`src/rtl/ldop_pkg.sv`:
```
package ldop_pkg;
  localparam int ROB_W  = 6;
  localparam int AREG_W = 5;
  localparam int TMP_N  = 8;
  localparam int TMP_W  = (TMP_N > 1) ? $clog2(TMP_N) : 1;

  typedef enum logic [1:0] {
    K_ALU  = 2'b00,
    K_LOAD = 2'b01,
    K_LDOP = 2'b10,
    K_RSVD = 2'b11
  } kind_e;

  typedef struct packed {
    kind_e               kind;
    logic [ROB_W-1:0]    rob;
    logic [AREG_W-1:0]   base;
    logic [AREG_W-1:0]   src0;
    logic [AREG_W-1:0]   src1;
    logic [AREG_W-1:0]   src2;
    logic [AREG_W-1:0]   dst;
  } inst_t;

  typedef struct packed {
    logic                is_load;
    logic [ROB_W-1:0]    rob;
    logic [AREG_W-1:0]   src0;
    logic [AREG_W-1:0]   src1;
    logic [AREG_W-1:0]   src2;
    logic [AREG_W-1:0]   dst;
    logic                tmp_wr;
    logic                tmp_rd;
    logic [TMP_W-1:0]    tmp_id;
  } uop_t;
endpackage

```
`src/rtl/ldop_tmp_pool.sv`:
```
module ldop_tmp_pool
  import ldop_pkg::*;
#(
  parameter int N = TMP_N,
  parameter int W = TMP_W
) (
  input  logic         clk,
  input  logic         rst,
  input  logic         alloc_en,
  input  logic         rel_valid,
  input  logic [W-1:0] rel_id,
  output logic         avail,
  output logic [W-1:0] alloc_id,
  output logic [N-1:0] busy_o
);
  logic [N-1:0] busy_q, busy_d;

  // lowest-numbered free entry
  always_comb begin
    avail    = 1'b0;
    alloc_id = '0;
    for (int i = N - 1; i >= 0; i--) begin
      if (!busy_q[i]) begin
        avail    = 1'b1;
        alloc_id = W'(i);
      end
    end
  end

  always_comb begin
    busy_d = busy_q;
    if (alloc_en)  busy_d[alloc_id] = 1'b1;
    if (rel_valid) busy_d[rel_id]   = 1'b0;
  end

  always_ff @(posedge clk) begin
    if (rst) busy_q <= '0;
    else     busy_q <= busy_d;
  end

  assign busy_o = busy_q;


  alloc_avail_chk: assert property (@(posedge clk) disable iff (rst)
    alloc_en |-> avail);


  rel_busy_chk: assert property (@(posedge clk) disable iff (rst)
    rel_valid |-> busy_q[rel_id]);


  rel_clear_chk: assert property (@(posedge clk) disable iff (rst)
    rel_valid |=> !busy_q[$past(rel_id)]);


  alloc_mark_chk: assert property (@(posedge clk) disable iff (rst)
    alloc_en |=> busy_q[$past(alloc_id)]);
endmodule

```
`src/rtl/ldop_packer.sv`:
```
module ldop_packer
  import ldop_pkg::*;
#(
  parameter int DISP_W = 2,
  parameter int TAKE_W = $clog2(DISP_W + 1)
) (
  input  logic                   pend_valid,
  input  uop_t                   pend,
  input  logic [DISP_W-1:0]      in_valid,
  input  inst_t [DISP_W-1:0]     inst,
  input  logic                   tmp_avail,
  input  logic [TMP_W-1:0]       tmp_id,
  output uop_t [DISP_W-1:0]      slot_nxt,
  output logic [DISP_W-1:0]      vld_nxt,
  output logic [TAKE_W-1:0]      take,
  output logic                   alloc_req,
  output logic                   np_valid,
  output uop_t                   np
);
  localparam int IDX_W = (DISP_W > 1) ? $clog2(DISP_W) : 1;

  logic [TAKE_W-1:0] cnt;
  logic              stop;
  uop_t              cand;
  logic              blocked;

  always_comb begin
    slot_nxt  = '0;
    vld_nxt   = '0;
    take      = '0;
    alloc_req = 1'b0;
    np_valid  = 1'b0;
    np        = '0;
    cnt       = '0;
    stop      = 1'b0;
    cand      = '0;
    blocked   = 1'b0;
    if (pend_valid) begin
      slot_nxt[0] = pend;
      vld_nxt[0]  = 1'b1;
      cnt         = TAKE_W'(1);
    end
    for (int l = 0; l < DISP_W; l++) begin
      if (!stop && in_valid[l] && (cnt < TAKE_W'(DISP_W))) begin
        cand      = '0;
        blocked   = 1'b0;
        cand.rob  = inst[l].rob;
        case (inst[l].kind)
          K_LOAD: begin
            cand.is_load = 1'b1;
            cand.src0    = inst[l].base;
            cand.dst     = inst[l].dst;
          end
          K_LDOP: begin
            if (tmp_avail) begin
              cand.is_load = 1'b1;
              cand.src0    = inst[l].base;
              cand.tmp_wr  = 1'b1;
              cand.tmp_id  = tmp_id;
              alloc_req    = 1'b1;
              np_valid     = 1'b1;
              np.rob       = inst[l].rob;
              np.src0      = inst[l].src0;
              np.src1      = inst[l].src1;
              np.src2      = inst[l].src2;
              np.dst       = inst[l].dst;
              np.tmp_rd    = 1'b1;
              np.tmp_id    = tmp_id;
            end else begin
              blocked = 1'b1;
            end
          end
          default: begin
            cand.src0 = inst[l].src0;
            cand.src1 = inst[l].src1;
            cand.src2 = inst[l].src2;
            cand.dst  = inst[l].dst;
          end
        endcase
        if (blocked) begin
          stop = 1'b1;
        end else begin
          slot_nxt[cnt[IDX_W-1:0]] = cand;
          vld_nxt[cnt[IDX_W-1:0]]  = 1'b1;
          cnt  = cnt + TAKE_W'(1);
          take = take + TAKE_W'(1);
          if (inst[l].kind == K_LDOP) stop = 1'b1;
        end
      end else begin
        stop = 1'b1;
      end
    end
  end
endmodule

```
`src/rtl/ldop_group_stage.sv`:
```
module ldop_group_stage
  import ldop_pkg::*;
#(
  parameter int DISP_W = 2
) (
  input  logic                clk,
  input  logic                rst,
  input  logic                load_en,
  input  logic [DISP_W-1:0]   vld_nxt,
  input  uop_t [DISP_W-1:0]   slot_nxt,
  input  logic                np_valid,
  input  uop_t                np,
  output logic [DISP_W-1:0]   slot_vld,
  output uop_t [DISP_W-1:0]   slots,
  output logic                mem_v,
  output logic                alu_v,
  output logic                pend_valid,
  output uop_t                pend
);
  logic [DISP_W-1:0] ld_bits;

  always_comb begin
    for (int s = 0; s < DISP_W; s++) ld_bits[s] = slot_nxt[s].is_load;
  end

  always_ff @(posedge clk) begin
    if (rst) begin
      slot_vld   <= '0;
      slots      <= '0;
      mem_v      <= 1'b0;
      alu_v      <= 1'b0;
      pend_valid <= 1'b0;
      pend       <= '0;
    end else if (load_en) begin
      slot_vld   <= vld_nxt;
      slots      <= slot_nxt;
      mem_v      <= |(vld_nxt & ld_bits);
      alu_v      <= |(vld_nxt & ~ld_bits);
      pend_valid <= np_valid;
      pend       <= np;
    end
  end
endmodule

```
`src/rtl/ldop_crack_dispatch.sv`:
```
module ldop_crack_dispatch
  import ldop_pkg::*;
#(
  parameter int DISP_W = 2,
  localparam int TAKE_W = $clog2(DISP_W + 1)
) (
  input  logic                           clk,
  input  logic                           rst,
  input  logic [DISP_W-1:0]              in_valid,
  input  logic [DISP_W-1:0][1:0]         in_kind,
  input  logic [DISP_W-1:0][ROB_W-1:0]   in_rob,
  input  logic [DISP_W-1:0][AREG_W-1:0]  in_base,
  input  logic [DISP_W-1:0][AREG_W-1:0]  in_src0,
  input  logic [DISP_W-1:0][AREG_W-1:0]  in_src1,
  input  logic [DISP_W-1:0][AREG_W-1:0]  in_src2,
  input  logic [DISP_W-1:0][AREG_W-1:0]  in_dst,
  output logic [TAKE_W-1:0]              in_take,
  input  logic                           mem_ready,
  input  logic                           alu_ready,
  output logic                           mem_valid,
  output logic                           alu_valid,
  output logic [DISP_W-1:0]              slot_valid,
  output logic [DISP_W-1:0]              slot_is_load,
  output logic [DISP_W-1:0][ROB_W-1:0]   slot_rob,
  output logic [DISP_W-1:0][AREG_W-1:0]  slot_src0,
  output logic [DISP_W-1:0][AREG_W-1:0]  slot_src1,
  output logic [DISP_W-1:0][AREG_W-1:0]  slot_src2,
  output logic [DISP_W-1:0][AREG_W-1:0]  slot_dst,
  output logic [DISP_W-1:0]              slot_tmp_wr,
  output logic [DISP_W-1:0]              slot_tmp_rd,
  output logic [DISP_W-1:0][TMP_W-1:0]   slot_tmp_id,
  input  logic                           tmp_rel_valid,
  input  logic [TMP_W-1:0]               tmp_rel_id
);
  inst_t [DISP_W-1:0] inst;
  uop_t  [DISP_W-1:0] slot_nxt, slots;
  logic  [DISP_W-1:0] vld_nxt;
  logic  [TAKE_W-1:0] take;
  logic               alloc_req, np_valid, pend_valid;
  uop_t               np, pend;
  logic               tmp_avail;
  logic [TMP_W-1:0]   tmp_id;
  logic [TMP_N-1:0]   tmp_busy;
  logic               fire, load_en;

  for (genvar l = 0; l < DISP_W; l++) begin : g_lane
    assign inst[l].kind = kind_e'(in_kind[l]);
    assign inst[l].rob  = in_rob[l];
    assign inst[l].base = in_base[l];
    assign inst[l].src0 = in_src0[l];
    assign inst[l].src1 = in_src1[l];
    assign inst[l].src2 = in_src2[l];
    assign inst[l].dst  = in_dst[l];
  end

  assign fire    = (|slot_valid) && (!mem_valid || mem_ready) && (!alu_valid || alu_ready);
  assign load_en = !(|slot_valid) || fire;
  assign in_take = load_en ? take : '0;

  ldop_tmp_pool #(.N(TMP_N), .W(TMP_W)) pool_i (
    .clk(clk), .rst(rst),
    .alloc_en(load_en && alloc_req),
    .rel_valid(tmp_rel_valid), .rel_id(tmp_rel_id),
    .avail(tmp_avail), .alloc_id(tmp_id), .busy_o(tmp_busy)
  );

  ldop_packer #(.DISP_W(DISP_W), .TAKE_W(TAKE_W)) pack_i (
    .pend_valid(pend_valid), .pend(pend),
    .in_valid(in_valid), .inst(inst),
    .tmp_avail(tmp_avail), .tmp_id(tmp_id),
    .slot_nxt(slot_nxt), .vld_nxt(vld_nxt), .take(take),
    .alloc_req(alloc_req), .np_valid(np_valid), .np(np)
  );

  ldop_group_stage #(.DISP_W(DISP_W)) grp_i (
    .clk(clk), .rst(rst), .load_en(load_en),
    .vld_nxt(vld_nxt), .slot_nxt(slot_nxt),
    .np_valid(np_valid), .np(np),
    .slot_vld(slot_valid), .slots(slots),
    .mem_v(mem_valid), .alu_v(alu_valid),
    .pend_valid(pend_valid), .pend(pend)
  );

  for (genvar s = 0; s < DISP_W; s++) begin : g_slot
    assign slot_is_load[s] = slots[s].is_load;
    assign slot_rob[s]     = slots[s].rob;
    assign slot_src0[s]    = slots[s].src0;
    assign slot_src1[s]    = slots[s].src1;
    assign slot_src2[s]    = slots[s].src2;
    assign slot_dst[s]     = slots[s].dst;
    assign slot_tmp_wr[s]  = slots[s].tmp_wr;
    assign slot_tmp_rd[s]  = slots[s].tmp_rd;
    assign slot_tmp_id[s]  = slots[s].tmp_id;

    if (s > 0) begin : g_upper

      contig_chk: assert property (@(posedge clk) disable iff (rst)
        slot_valid[s] |-> slot_valid[s-1]);

      half_slot0_chk: assert property (@(posedge clk) disable iff (rst)
        slot_valid[s] |-> !slots[s].tmp_rd);
    end
    if (s < DISP_W - 1) begin : g_lower

      fused_last_chk: assert property (@(posedge clk) disable iff (rst)
        (slot_valid[s] && slots[s].tmp_wr) |-> !slot_valid[s+1]);
    end
  end


  hold_group_chk: assert property (@(posedge clk) disable iff (rst)
    ((|slot_valid) && !fire) |=> ($stable(slot_valid) && $stable(slots)));


  take_blocked_chk: assert property (@(posedge clk) disable iff (rst)
    ((|slot_valid) && !fire) |-> (in_take == '0));


  take_bound_chk: assert property (@(posedge clk) disable iff (rst)
    int'(in_take) <= $countones(in_valid));


  half_busy_chk: assert property (@(posedge clk) disable iff (rst)
    (slot_valid[0] && slots[0].tmp_rd) |-> tmp_busy[slots[0].tmp_id]);


  pend_busy_chk: assert property (@(posedge clk) disable iff (rst)
    pend_valid |-> tmp_busy[pend.tmp_id]);


  station_valid_chk: assert property (@(posedge clk) disable iff (rst)
    (mem_valid || alu_valid) |-> (|slot_valid));
endmodule

```
`config.mk`:
```
export PLATFORM = sky130hd
export DESIGN_NAME = ldop_crack_dispatch
export DESIGN_NICKNAME = d
export VERILOG_FILES = /design/src/rtl/ldop_pkg.sv /design/src/rtl/ldop_tmp_pool.sv /design/src/rtl/ldop_packer.sv /design/src/rtl/ldop_group_stage.sv /design/src/rtl/ldop_crack_dispatch.sv
export SDC_FILE = /design/constraint.sdc
export NUM_CORES = 1
export LEC_CHECK = 0
export CORE_MARGIN = 2
export CORE_UTILIZATION = 49
export DETAILED_ROUTE_END_ITERATION = 8
export PLACE_DENSITY_LB_ADDON = 0.3
export SLEW_MARGIN = 20
export SYNTH_ARGS = -nofsm -noshare
export SYNTH_HDL_FRONTEND = slang
export SYNTH_SLANG_ARGS = --single-unit
```
`constraint.sdc`:
```
create_clock -name clk -period 3.8 [get_ports clk]
set_clock_uncertainty 0.05 [all_clocks]
set_input_delay 0.38 -clock clk [delete_from_list [all_inputs] [get_ports clk]]
set_output_delay 0.38 -clock clk [all_outputs]
set_load 0.02 [all_outputs]
```
==> results.sh <==
export IMPL_syn_nets=725
export IMPL_dpl_worst_slack_ps=195
export IMPL_area_growth_pct=32.9
export IMPL_top_layer="met4"
export IMPL_drt_total_wl_microns=17600
export IMPL_dp_hpwl_microns=12200
export IMPL_ys_seq_area_share_pct=39.7
export IMPL_setup_viol=0
export IMPL_regArea_sq_mm=0.00210
export IMPL_yosysMostFrequentCell="dfxtp_1"
export IMPL_fmax_mhz=290
export IMPL_clkTransAtPathRegs_ps=100
export IMPL_die_x_microns=108
export IMPL_synth_cells=642
export IMPL_drt_iter0_drc=581
export IMPL_arrival_ps=3020
export IMPL_fp_row_count=37
export IMPL_finalSetupTns_ps=0
export IMPL_ys_warnings_count=0
export IMPL_min_period_ps=3450
export IMPL_critical_path_class="input port to output pin"
export IMPL_overflow=0
export IMPL_syn_area_sq_mm=0.00529
export IMPL_cts_repair_resized=0
export IMPL_cts_tree="built"
export IMPL_grt_max_degree=106
export IMPL_cts_max_path_buffers=2
export IMPL_grt_first_pass_wirelength_microns=27700
export IMPL_synth_edf_count=0
export IMPL_synth_flop_cell="dfxtp_1"
export IMPL_cp_required_ps=3370
export IMPL_place_gp_congestion=0.943
export IMPL_ys_seq_elements=105
export IMPL_num_nets_final=839
export IMPL_synth_xor_area_share_pct=0
export IMPL_synth_area_per_cell_sq_um=8.24
export IMPL_synth_top_family_by_area="compound AO/OA/AOI/OAI gates"
export IMPL_max_stage_delay_ps=630
export IMPL_vias=5716
export IMPL_io_buffers=144
export IMPL_cap_violations=0
export IMPL_synth_commonest_cells="105 x dfxtp_1, 99 x nor2_1, 69 x nor3_1"
export IMPL_holdBufCountCts=0
export IMPL_max_vdd_ir_drop_mv=0.299
export IMPL_dieArea_sq_mm=0.0116
export IMPL_ant_nets=0
export IMPL_clock_insertion_delay_worst_skew_ps=390
export IMPL_cts_root_buf="clkbuf_8"
export IMPL_antenna_found_initial=0
export IMPL_htreeDepth=3
export IMPL_grt_pass1_vias=5384
export IMPL_synth_simple_area_share_pct=22.5
export IMPL_diodes=0
export IMPL_startpoint_type="input port"
export IMPL_synth_cell_types=57
export IMPL_fp_dieH_microns=108
export IMPL_slowest_stage="clkdlybuf4s50_1"
export IMPL_crit_path_end_kind="output pin"
export IMPL_wl_met3_microns=1680
export IMPL_wire_per_inst_microns=19.6
export IMPL_final_layout_size_suffix_gt1_share_pct=6.57
export IMPL_post_cts_buffers=0
export IMPL_synth_fa_ha_area_share_pct=1.65
export IMPL_status="finished clean"
export IMPL_setup_ws_ps=350
export IMPL_leakage_uw=0.00257
export IMPL_drt_pass1_iter_count=5
export IMPL_crit_top_cell="inv_1"
export IMPL_initial_core_util_pct=50.8
export IMPL_place_area_sq_mm=0.00681
export IMPL_synth_area_leader_cell="dfxtp_1"
export IMPL_worst_slew_pin_transition_ps=1100
export IMPL_cts_sinks=105
export IMPL_slew_headroom_pct=26.9
export IMPL_crit_chain="clkdlybuf4s50_1 > inv_1 > ha_1 > inv_1 > o31ai_2 > inv_1 > ha_1 > nor2_1 > nor3_1 > clkdlybuf4s50_1"
export IMPL_period_share_pct=90.8
export IMPL_synth_compound_area_share_pct=29.3
export IMPL_track_usage_pct=30.2
export IMPL_route_met2_wl_microns=8170
export IMPL_muxShareOfSynthArea_pct=0.946
export IMPL_dp_cells=881
export IMPL_final_max_slew_violation_count=0
export IMPL_core_area_sq_mm=0.0104
export IMPL_p_total_uw=2530
export IMPL_layout_cells_non_filler=897
export IMPL_numCtsBuffers=9
export IMPL_stdcell_area_sq_mm=0.00704
export IMPL_p_per_area_mw_per_mm2=360
export IMPL_wl_met1_microns=7390
export IMPL_drc=0
export IMPL_multi_input_area_sq_mm=0.00292
export IMPL_hold_violations=0
export IMPL_rsz0062_at_grt="false"
export IMPL_pin_count=146
export IMPL_worst_path_max_fanout=8
export IMPL_synth_area_leaders="dfxtp_1 40%, a221oi_1 11%, nor2_1 7.0%"
export IMPL_async_flop_share_pct=0
export IMPL_holdCritPathClass="register to register"
export IMPL_vias_per_cell=6.37
export IMPL_yosys_area_top_type_share_pct=39.7
export IMPL_fill_cells=884
per-layer routing:
metal  up-vias  GRT usage, %
met5         -             0
met4         0          12.0
met3        29          6.09
met2       331          47.8
met1      2701          40.4
li1       2655             -
sequential cells by signal, summed over array words and instances, names as in the netlist:
name	flops
grp_i.mem_v	1
grp_i.slots	63
grp_i.slot_vld	2
pool_i.busy_o	8
grp_i.pend	30
grp_i.alu_v	1
placed cells by master, fill, tap and decap left out, types with 9 or more instances in the layout:
cell type,instances
a32o_1,11
inv_1,14
a221oi_1,68
nand2_1,39
o211ai_1,9
buf_4,18
nor2_1,97
dfxtp_1,105
a21oi_1,36
clkbuf_8,9
nor3_1,69
clkdlybuf4s50_1,143
a211oi_1,15
o21ai_0,21
where the power goes:
| group | switching (uW) | leakage, uW | internal, uW |
|---|---|---|---|
| Sequential | 35.2 | 0.000855 | 1150 |
| Clock | 419 | 0.000112 | 378 |
| Combinational | 299 | 0.00160 | 244 |
| Total | 753 | 0.00257 | 1780 |
per-stage QoR:
stage	util, %	hold WS, ps
global placement	65.4	390
global route	67.5	427
CTS	67.5	410
finish	67.5	405
floorplan	-	387
detailed placement	65.4	396
worst paths after layout:
check | from | to | slack (ps) | cells after the start
worst min-delay path | grp_i.slots[28] | grp_i.slots[28] | 410 | 2
worst min register to register | grp_i.slots[28] | grp_i.slots[28] | 410 | 2
worst max-delay path | in_kind[0] | in_take[0] | 350 | 10
worst max register to register | pool_i.busy_o[4] | grp_i.slots[49] | 620 | 10
worst max-delay path, delay by kind of cell:
family / cells / cell delay, ps
buffers and inverters: 5 / 1340
and+or+nand+nor: 2 / 190
AOI/OAI and AO/OA: 1 / 490
adders and majority gates: 2 / 620
cell families after synthesis:
family	after synthesis
and+or+nand+nor	251
adders and majority gates	7
DFF	105
buffers and inverters	72
muxes	5
other	1
AOI/OAI and AO/OA	201
layout make-up:
type,count,area share [%]
Sequential cell,105,29.9
Clock inverter,7,1.44
Tap cell,136,2.42
Inverter,14,0.747
Clock buffer,9,1.76
Multi-Input combinational cell,465,41.5
Timing Repair Buffer,161,22.3
Power figures use the tool's default switching activity.
